## src/rtl/tlp_bw_pkg.sv

```systemverilog
package tlp_bw_pkg;
  localparam int PORT_W = 4;
  localparam int NPORT  = 1 << PORT_W;
  localparam int EXP_W  = 4;
  localparam int RID_W  = 16;

  typedef enum logic [1:0] {
    EV_BW  = 2'd0,
    EV_APP = 2'd1,
    EV_TL  = 2'd2,
    EV_DL  = 2'd3
  } ev_class_e;

  typedef struct packed {
    logic             en;
    ev_class_e        cls;
    logic             rid_en;
    logic [NPORT-1:0] port_map;
    logic [RID_W-1:0] rid_val;
    logic [EXP_W-1:0] trig_exp;
    logic             trig_mode;
    logic             trig_en;
    logic [EXP_W-1:0] thr_exp;
    logic             thr_mode;
    logic             thr_en;
  } flt_cfg_t;

  // 2^e doublewords
  function automatic logic [31:0] dw_limit(input logic [EXP_W-1:0] e);
    return 32'd1 << e;
  endfunction

  function automatic logic len_below(input logic [31:0] len, input logic [EXP_W-1:0] e);
    return len < dw_limit(e);
  endfunction

  function automatic logic len_above(input logic [31:0] len, input logic [EXP_W-1:0] e);
    return len > dw_limit(e);
  endfunction

  function automatic logic many_bits(input logic [NPORT-1:0] m);
    return (m & (m - 1'b1)) != '0;
  endfunction
endpackage

```

## src/rtl/tlp_filter_eval.sv

```systemverilog
module tlp_filter_eval
  import tlp_bw_pkg::*;
#(
  parameter int LEN_W = 11
) (
  input  flt_cfg_t          cfg,
  input  logic [PORT_W-1:0] port,
  input  logic [RID_W-1:0]  rid,
  input  logic [LEN_W-1:0]  len,
  output logic              target_ok,
  output logic              thr_ok,
  output logic              trig_use,
  output logic              trig_hit,
  output logic              cfg_err
);
  logic        is_bw;
  logic        map_used;
  logic        single_only;
  logic [31:0] len32;

  always_comb begin
    len32       = 32'(len);
    is_bw       = (cfg.cls == EV_BW);
    map_used    = |cfg.port_map;
    single_only = (cfg.cls == EV_TL) || (cfg.cls == EV_DL);

    cfg_err = (cfg.rid_en && map_used)
            || (cfg.rid_en && !is_bw)
            || (single_only && many_bits(cfg.port_map));

    if (cfg.rid_en)
      target_ok = (rid == cfg.rid_val);
    else
      target_ok = !map_used || cfg.port_map[port];

    if (is_bw && cfg.thr_en)
      thr_ok = cfg.thr_mode ? len_below(len32, cfg.thr_exp)
                            : !len_below(len32, cfg.thr_exp);
    else
      thr_ok = 1'b1;

    trig_use = is_bw && cfg.trig_en;
    trig_hit = cfg.trig_mode ? len_below(len32, cfg.trig_exp)
                             : len_above(len32, cfg.trig_exp);
  end
endmodule

```

## src/rtl/tlp_trig_arm.sv

```systemverilog
module tlp_trig_arm (
  input  logic clk,
  input  logic rst_n,
  input  logic en,
  input  logic arm_set,
  output logic armed
);
  always_ff @(posedge clk or negedge rst_n) begin
    if (!rst_n)      armed <= 1'b0;
    else if (!en)    armed <= 1'b0;
    else if (arm_set) armed <= 1'b1;
  end

  // sticky while enabled
  assert_armed_sticky_R7: assert property (@(posedge clk) disable iff (!rst_n)
    (armed && en) |=> armed);
  // cleared by disable
  assert_armed_clear_R7: assert property (@(posedge clk) disable iff (!rst_n)
    !en |=> !armed);
endmodule

```

## src/rtl/tlp_acc_counter.sv

```systemverilog
module tlp_acc_counter #(
  parameter int CNT_W = 64,
  parameter int LEN_W = 11
) (
  input  logic             clk,
  input  logic             rst_n,
  input  logic             clr,
  input  logic             add_en,
  input  logic [LEN_W-1:0] add_val,
  output logic [CNT_W-1:0] cnt
);
  always_ff @(posedge clk or negedge rst_n) begin
    if (!rst_n)      cnt <= '0;
    else if (clr)    cnt <= '0;
    else if (add_en) cnt <= cnt + CNT_W'(add_val);
  end
endmodule

```

## src/rtl/tlp_bw_counter.sv

```systemverilog
module tlp_bw_counter
  import tlp_bw_pkg::*;
#(
  parameter int CNT_W = 64,
  parameter int LEN_W = 11
) (
  input  logic              clk,
  input  logic              rst_n,
  input  logic              cfg_we,
  input  logic [2:0]        cfg_addr,
  input  logic [31:0]       cfg_wdata,
  output logic [31:0]       cfg_rdata,
  input  logic              pkt_valid,
  input  logic [PORT_W-1:0] pkt_port,
  input  logic [RID_W-1:0]  pkt_rid,
  input  logic [LEN_W-1:0]  pkt_len,
  output logic              cfg_err
);
  localparam logic [2:0] A_CTRL = 3'd0;
  localparam logic [2:0] A_TGT  = 3'd1;
  localparam logic [2:0] A_FLT  = 3'd2;
  localparam logic [2:0] A_CLO  = 3'd3;
  localparam logic [2:0] A_CHI  = 3'd4;
  localparam logic [2:0] A_STS  = 3'd5;

  logic [31:0]      ctrl_q, tgt_q, flt_q;
  flt_cfg_t         cfg;
  logic             target_ok, thr_ok, trig_use, trig_hit;
  logic             armed, arm_set, accept, en_rise;
  logic [LEN_W-1:0] step;
  logic [CNT_W-1:0] cnt;
  logic [63:0]      cnt_ext;

  always_ff @(posedge clk or negedge rst_n) begin
    if (!rst_n) begin
      ctrl_q <= '0;
      tgt_q  <= '0;
      flt_q  <= '0;
    end else if (cfg_we) begin
      case (cfg_addr)
        A_CTRL:  ctrl_q <= cfg_wdata;
        A_TGT:   tgt_q  <= cfg_wdata;
        A_FLT:   flt_q  <= cfg_wdata;
        default: ;
      endcase
    end
  end

  always_comb begin
    cfg.en        = ctrl_q[0];
    cfg.cls       = ev_class_e'(ctrl_q[2:1]);
    cfg.rid_en    = ctrl_q[3];
    cfg.port_map  = tgt_q[15:0];
    cfg.rid_val   = tgt_q[31:16];
    cfg.trig_exp  = flt_q[3:0];
    cfg.trig_mode = flt_q[4];
    cfg.trig_en   = flt_q[5];
    cfg.thr_exp   = flt_q[11:8];
    cfg.thr_mode  = flt_q[12];
    cfg.thr_en    = flt_q[13];
  end

  tlp_filter_eval #(.LEN_W(LEN_W)) u_eval (
    .cfg(cfg), .port(pkt_port), .rid(pkt_rid), .len(pkt_len),
    .target_ok(target_ok), .thr_ok(thr_ok), .trig_use(trig_use),
    .trig_hit(trig_hit), .cfg_err(cfg_err)
  );

  assign arm_set = pkt_valid && cfg.en && !cfg_err && trig_use && target_ok && trig_hit;
  assign accept  = pkt_valid && cfg.en && !cfg_err && target_ok && thr_ok
                 && (!trig_use || armed || trig_hit);
  assign en_rise = cfg_we && (cfg_addr == A_CTRL) && cfg_wdata[0] && !ctrl_q[0];
  assign step    = (cfg.cls == EV_BW) ? pkt_len : LEN_W'(1);

  tlp_trig_arm u_arm (
    .clk(clk), .rst_n(rst_n), .en(cfg.en), .arm_set(arm_set), .armed(armed)
  );

  tlp_acc_counter #(.CNT_W(CNT_W), .LEN_W(LEN_W)) u_acc (
    .clk(clk), .rst_n(rst_n), .clr(en_rise), .add_en(accept),
    .add_val(step), .cnt(cnt)
  );

  always_comb begin
    cnt_ext = '0;
    cnt_ext[CNT_W-1:0] = cnt;
    case (cfg_addr)
      A_CTRL:  cfg_rdata = ctrl_q;
      A_TGT:   cfg_rdata = tgt_q;
      A_FLT:   cfg_rdata = flt_q;
      A_CLO:   cfg_rdata = cnt_ext[31:0];
      A_CHI:   cfg_rdata = cnt_ext[63:32];
      A_STS:   cfg_rdata = {30'd0, armed, cfg_err};
      default: cfg_rdata = '0;
    endcase
  end

  // both target forms active must be flagged
  assert_target_excl_R4: assert property (@(posedge clk) disable iff (!rst_n)
    (ctrl_q[3] && (tgt_q[15:0] != '0)) |-> cfg_err);
  // an error blocks all counting
  assert_err_blocks_R3: assert property (@(posedge clk) disable iff (!rst_n)
    (cfg_err && !cfg_we) |=> $stable(cnt));
  // no packet and no write leaves the accumulator unchanged
  assert_idle_hold_R11: assert property (@(posedge clk) disable iff (!rst_n)
    (!pkt_valid && !cfg_we) |=> $stable(cnt));
  // the trigger only arms on a packet cycle
  assert_arm_cause_R6: assert property (@(posedge clk) disable iff (!rst_n)
    $rose(armed) |-> $past(pkt_valid));
endmodule

```

## config.mk

```make
export PLATFORM = sky130hd
export DESIGN_NAME = tlp_bw_counter
export DESIGN_NICKNAME = d
export VERILOG_FILES = /design/src/rtl/tlp_bw_pkg.sv /design/src/rtl/tlp_filter_eval.sv /design/src/rtl/tlp_trig_arm.sv /design/src/rtl/tlp_acc_counter.sv /design/src/rtl/tlp_bw_counter.sv
export SDC_FILE = /design/constraint.sdc
export NUM_CORES = 1
export LEC_CHECK = 0
export CORE_AREA = 5 5 197 199
export CTS_CLUSTER_SIZE = 40
export DETAILED_ROUTE_END_ITERATION = 16
export DIE_AREA = 0 0 202 204
export SYNTH_ARGS = -nofsm -noshare
export SYNTH_HDL_FRONTEND = slang
export SYNTH_SLANG_ARGS = --single-unit
```

## constraint.sdc

```tcl
create_clock -name clk -period 7.4 [get_ports clk]
set_input_delay 0.74 -clock clk [delete_from_list [all_inputs] [get_ports clk]]
set_output_delay 0.74 -clock clk [all_outputs]
set_load 0.02 [all_outputs]
```

Yosys cells after proc, flatten, opt, wreduce, memory -nomap -nowiden
Index checks and enable logic that the tools add are counted.

storage, ports and cells
  flip-flop bits (word level) = 161
  output and inout port bits = 33
  word-level logic and storage cells = 71

operators by class
  add/sub/neg operators = 2
  magnitude comparators = 4
  equality and inequality tests = 9
  shift operators = 2
  mux-type cells = 12
  bitwise operators = 1
  reductions and logical operators = 36

operators by type and width
  cell                     count
  $pmux W32 S6             1
  $mux W64                 2
  $add A64 B11 Y64         1
  $lt A11 B32 Y1           2
  $shl A1 B4 Y32 const A   2
  $gt A11 B32 Y1           1
  $and A16 B16 Y16         1
  $eq A16 B16 Y1           1
  $logic_and A1 B1 Y1      16
  $reduce_bool A16 Y1      1
  $reduce_or A16 Y1        1
  $sub A16 B1 Y16 const B  1
  $mux W11                 1
  $mux W1                  7
  $eq A3 B2 Y1 const B     2
  $eq A3 B3 Y1 const B     2
  $logic_not A1 Y1         6
  $logic_or A1 B1 Y1       6
  $reduce_and A2 Y1        3
  $lt A4 B5 Y1 const B     1
  $bmux W1 S4              1
  $eq A2 B2 Y1 const B     2
  $eq A3 B1 Y1 const B     1
  $logic_not A3 Y1         1
  3 further kinds          3

Logic depth before layout (Yosys ltp)
  depth after elaboration = 12
  depth in mapped cells = 15

By module
A second synthesis with hierarchy kept.

second synthesis, totals
  cells, all modules = 967
  area total of the unflattened synthesis = 10123.5 sq um

modules (own cells, without submodules)
  module           instances  cells each  area an instance (sq um)
  tlp_bw_counter   1          381         4979.8
  tlp_acc_counter  1          432         3941.3
  tlp_filter_eval  1          152         1169.9
  tlp_trig_arm     1          2           32.5

Least setup slack after synthesis
Ideal clock, no wire load.

  path kind = in2reg
  start = input port pkt_len[0]
  end = register u_acc.cnt[44]
  data arrival time = 3359 ps
  slack = 3917 ps
  cell stages on the path = 14
  path through = inv_1 -> nand2_1 -> ha_1 -> inv_1 -> fa_1 -> nor2b_1 -> o211ai_1 -> a21boi_0 -> o2111ai_1 -> a21o_1 -> or4_1 -> clkbuf_1 -> o211a_1 -> a211o_1

on the way
  cells in the longest elaborated chain, start to end = 7
  elaborated cells between the ends (all ways) = 15

ends and longest elaborated chain
  item                          line                   source
  start: declaration            tlp_bw_counter.sv:16   input logic [LEN_W-1:0] pkt_len,
  $lt A11 B32 Y1                tlp_bw_pkg.sv:34       return len < dw_limit(e);
  $logic_not A1 Y1              tlp_filter_eval.sv:38  : !len_below(len32, cfg.thr_exp);
  $mux W1                       tlp_filter_eval.sv:37  thr_ok = cfg.thr_mode ? len_below(len32, cfg.thr_exp)
  $mux W1                       tlp_filter_eval.sv:36  if (is_bw && cfg.thr_en)
  $logic_and A1 B1 Y1           tlp_bw_counter.sv:70   assign accept = pkt_valid && cfg.en && !cfg_err && target_ok && thr_ok
  $logic_and A1 B1 Y1           tlp_bw_counter.sv:71   && (!trig_use || armed || trig_hit);
  $reduce_bool A2 Y1 (no line)  --
  end signal: assignment        tlp_acc_counter.sv:15  else if (add_en) cnt <= cnt + CNT_W'(add_val);
  end: declaration              tlp_acc_counter.sv:10  output logic [CNT_W-1:0] cnt

Parallel ways exist; a longest one is shown, timed or not. The select of a mux whose other input is x is not followed.
A chain may end at the register's enable or synchronous reset.

Worst setup path after layout
  start = register flt_q[11]
  end = register u_acc.cnt[42]

on the way
  cells in the longest elaborated chain, start to end = 8

ends and longest elaborated chain
  item                            line                   source
  start: declaration              tlp_bw_counter.sv:26   logic [31:0] ctrl_q, tgt_q, flt_q;
  start signal: assignment        tlp_bw_counter.sv:43   A_FLT: flt_q <= cfg_wdata;
  $shl A1 B4 Y32 *                tlp_bw_pkg.sv:30       return 32'd1 << e;
  $lt A11 B32 Y1 *                tlp_bw_pkg.sv:34
  $logic_not A1 Y1                tlp_filter_eval.sv:38
  $mux W1 *                       tlp_filter_eval.sv:37
  $mux W1 *                       tlp_filter_eval.sv:36
  $logic_and A1 B1 Y1 *           tlp_bw_counter.sv:70
  $logic_and A1 B1 Y1 *           tlp_bw_counter.sv:71
  $reduce_bool A2 Y1 (no line) *  --

Mark *: on every way between the ends. The rest lies on a longest branch, timed or not.

==> flow_metrics.tcl <==
set metrics [dict create \
    syn-mean-instance-area_sq_um 10.1 \
    netlist.area_leader.share 0.396 \
    synth_nets 1108 \
    cp-startpoint "flt_q[11]$_DFFE_PN0P_" \
    drt_first_iter_violations 804 \
    synth_top_family_by_area "multiplexers" \
    powerDensity_nw_per_um2 237 \
    timing.final.crit_share 0.578 \
    synthXorXnorAreaFrac 0.0215 \
    num_vias 8501 \
    fp-row-count 71 \
    crit_chain "nor2b_1, nand2_1, ha_1, a211o_1, o211ai_1, o211ai_1, a21oi_1, mux2i_1, a211o_2, buf_4, nor3_1, a211o_1" \
    cts_hold_buf 0 \
    critPathCapture "u_acc.cnt[42]$_DFFE_PN0P_" \
    rrSetupSlack_ns 3.12 \
    slowest_stage "a211o_2" \
    dp.cells 1541 \
    cp.required_ns 7.72 \
    drt_pass1_iterations 5 \
    grt_pass1_wl_microns 48900 \
    grt_max_degree 97 \
    numCtsBuffers 17 \
    critical_path.max_stage_delay_ns 0.67 \
    worstMarginPinSlew_ns 1.02 \
    swShare 0.322 \
    ys_seq_area_frac 0.396 \
    antenna_left 0 \
    vias_per_cell 5.40 \
    wl_microns 31000 \
    end_kind "flip-flop" \
    netlist_instances 1005 \
    synth.area.top_cells "dfrtp_1 (40%), mux2_2 (11%), mux2i_1 (5.4%)" \
    antenna_found_initial 0 \
    layoutNonFillerInstCount 1573 \
    internal_power_mw 1.98 \
    area_delta_synth_final_pct 21.3 \
    dp_hpwl_microns 22500 \
    synth_area_sq_um 10200 \
    cp.depth 12 \
    skew_ns 0.00722 \
    dpl_cell_area_sq_um 11700 \
    start_util 0.275 \
    p_seq_frac 0.408 \
    clockBufferDepth 2 \
    grt_usage 0.149 \
    synth-compound-area-share 0.139 \
    layout.nets 1189 \
    cts_tree "yes" \
    wl_per_cell_microns 19.7 \
    maxCapViolations 0 \
    drv_slew 0 \
    hold_violations 0 \
    rsz0062_at_grt "false" \
    leakage_nw 5.11 \
    synthSimpleGateAreaFrac 0.160 \
    synth_largest_area_cell "dfrtp_1" \
    rr_endpoint "u_acc.cnt[42]$_DFFE_PN0P_" \
    power.share.combinational 0.261 \
    arrival_ns 4.60 \
    synth_mux_area_frac 0.205 \
    grt-ovfl-total 0 \
    die_h_microns 204 \
    port_buffers 102 \
    maxSlewHeadroom 0.319 \
    p_sw_mw 0.942 \
    min_path_type "in -> async" \
    start_kind "flip-flop" \
    status "finished clean" \
    worstPathMaxFanout 44 \
    setup_viol 0 \
    path_delay_family "compound AO/OA/AOI/OAI gates" \
    crit_buf_inv 1 \
    clock_sinks 161 \
    yosys.area_share.adder 0.0443 \
    antennaDiodeCount 0 \
    fin_area_sq_um 12400 \
    path_clk_slew_ns 0.07 \
    die_area_sq_um 41200 \
    die_w_microns 202 \
    clockRootBuffer "clkbuf_16" \
    htreeDepth 4 \
    fmax_ghz 0.234 \
    clk_latency_ns 0.43 \
    post-cts-setup-buffers 0 \
    grt_pass1_vias 8274 \
    io_pins 103 \
    crit_type "reg -> reg" \
    ys_types 62 \
    reg2reg_from "flt_q[11]$_DFFE_PN0P_" \
    synth_edf_count 0 \
    vdd_drop_max_mv 0.201 \
    cts_resized 0 \
    yosys_most_used_dff "dfrtp_1" \
    yosysWarnings 0 \
    tns_ns 0 \
    drive_gt1_frac 0.166 \
    drc 0 \
    post-route-min-period_ns 4.28 \
    reg2reg_depth 12 \
    synth-seq-cells 161 \
    gp_congestion 0.898 \
    core_sq_um 37000 \
    clock_power_share 0.331 \
    ys_async_sr_fraction 1.00 \
]
==> worst reg2reg max path, delay by kind of cell (launching register included) <==
kind	cells	cell delay, ns
AOI/OAI and AO/OA	6	1.85
and+or+nand+nor	3	0.59
buffers and inverters	1	0.54
DFF	1	0.50
muxes	1	0.39
adders and majority gates	1	0.31
==> routing by layer <==
layer,vias up,GRT usage,part of all wire
li1,3939,-,-
met1,4261,0.205,0.45
met2,272,0.239,0.48
met3,29,0.0254,0.053
met4,0,0.0464,0.020
met5,-,0,0
==> cell usage in the layout, fill, tap and decap left out, types with 12 or more instances in the layout <==
cell             count
clkbuf_16           17
buf_4               17
nand3_1             47
dfrtp_1            161
o211a_1             12
nand4_1             16
clkdlybuf4s50_1     99
mux2i_1             55
o22ai_1             19
mux2_2             100
nor4_1              24
o21ai_0             36
and2_1              13
nor2_1              44
nor3_1              15
a211o_1             21
ha_1                32
o31ai_1             15
a21o_1              17
nand2_1             71
mux4_2              18
a21oi_1             63
or4_1               18
nor2b_1             12
inv_1               31
xor2_1              22
==> worst min-delay path by stage <==
stage,slack (ns),startpoint,end
2_1_floorplan,0.44,rst_n,ctrl_q[0]$_DFFE_PN0P_
4_1_cts,0.46,rst_n,u_acc.cnt[20]$_DFFE_PN0P_
3_5_place_dp,0.49,flt_q[27]$_DFFE_PN0P_,flt_q[27]$_DFFE_PN0P_
5_1_grt,0.48,rst_n,tgt_q[21]$_DFFE_PN0P_
6_report,0.42,rst_n,tgt_q[23]$_DFFE_PN0P_
3_3_place_gp,0.48,flt_q[25]$_DFFE_PN0P_,flt_q[25]$_DFFE_PN0P_
==> per-stage QoR <==
stage	power, mW	setup slack (ns)	util	hold slack [ns]
after floorplan	1.66	3.92	-	0.444
after global placement	1.95	2.94	0.316	0.484
after detailed placement	1.97	2.86	0.316	0.490
after CTS	2.94	3.16	0.333	0.459
after global routing	3.07	2.91	0.333	0.481
final	2.93	3.12	0.333	0.416
==> Yosys cell counts, drive strengths merged (3+ instances only) <==
| cell | instances |
|---|---|
| a211oi | 3 |
| o22ai | 19 |
| dfrtp | 161 |
| nor2 | 44 |
| and4 | 3 |
| nand2 | 71 |
| a211o | 22 |
| o211ai | 8 |
| nor4 | 25 |
| and2 | 13 |
| or4 | 18 |
| xnor2 | 3 |
| clkbuf | 43 |
| buf | 14 |
| nand2b | 8 |
| o21a | 3 |
| xor2 | 22 |
| a21o | 17 |
| nor3 | 17 |
| mux2i | 55 |
| nand4 | 17 |
| inv | 31 |
| o21ai | 36 |
| nor3b | 5 |
| o211a | 12 |
| mux4 | 18 |
| nor2b | 12 |
| or3 | 11 |
| a21oi | 63 |
| and3 | 11 |
| mux2 | 100 |
| ha | 32 |
| maj3 | 3 |
| nand3 | 47 |
| o31ai | 15 |
==> flip-flops by register name (all words and copies together) (netlist names) <==
register	cells
u_acc.cnt	64
tgt_q	32
u_arm.armed	1
ctrl_q	32
flt_q	32
==> area by class of cell <==
cell class,count,area (sq um)
fill,3684,24700
multi-input combinational,756,5830
sequential,161,4030
timing repair buffer,119,1140
tap,474,593
clock buffer,18,439
clock inverter,14,204
inverter,31,116
==> cells by family after synthesis <==
kind of cell             Yosys count
AO/OA/AOI/OAI                    214
XOR/XNOR                          25
adder cells (fa/ha/maj)           36
buffers and inverters             88
flip-flops                       161
multiplexers                     173
AND/OR/NAND/NOR                  308
==> power by group through the flow <==
stage               clock, mW  combinational (mW)  sequential [mW]
floorplan                   0               0.535             1.13
global placement            0               0.750             1.20
detailed placement          0               0.764             1.20
CTS                     0.986               0.767             1.19
global route             1.02               0.843             1.21
finish                  0.969               0.764             1.19
Note: power is estimated with default switching activity, not from simulation.
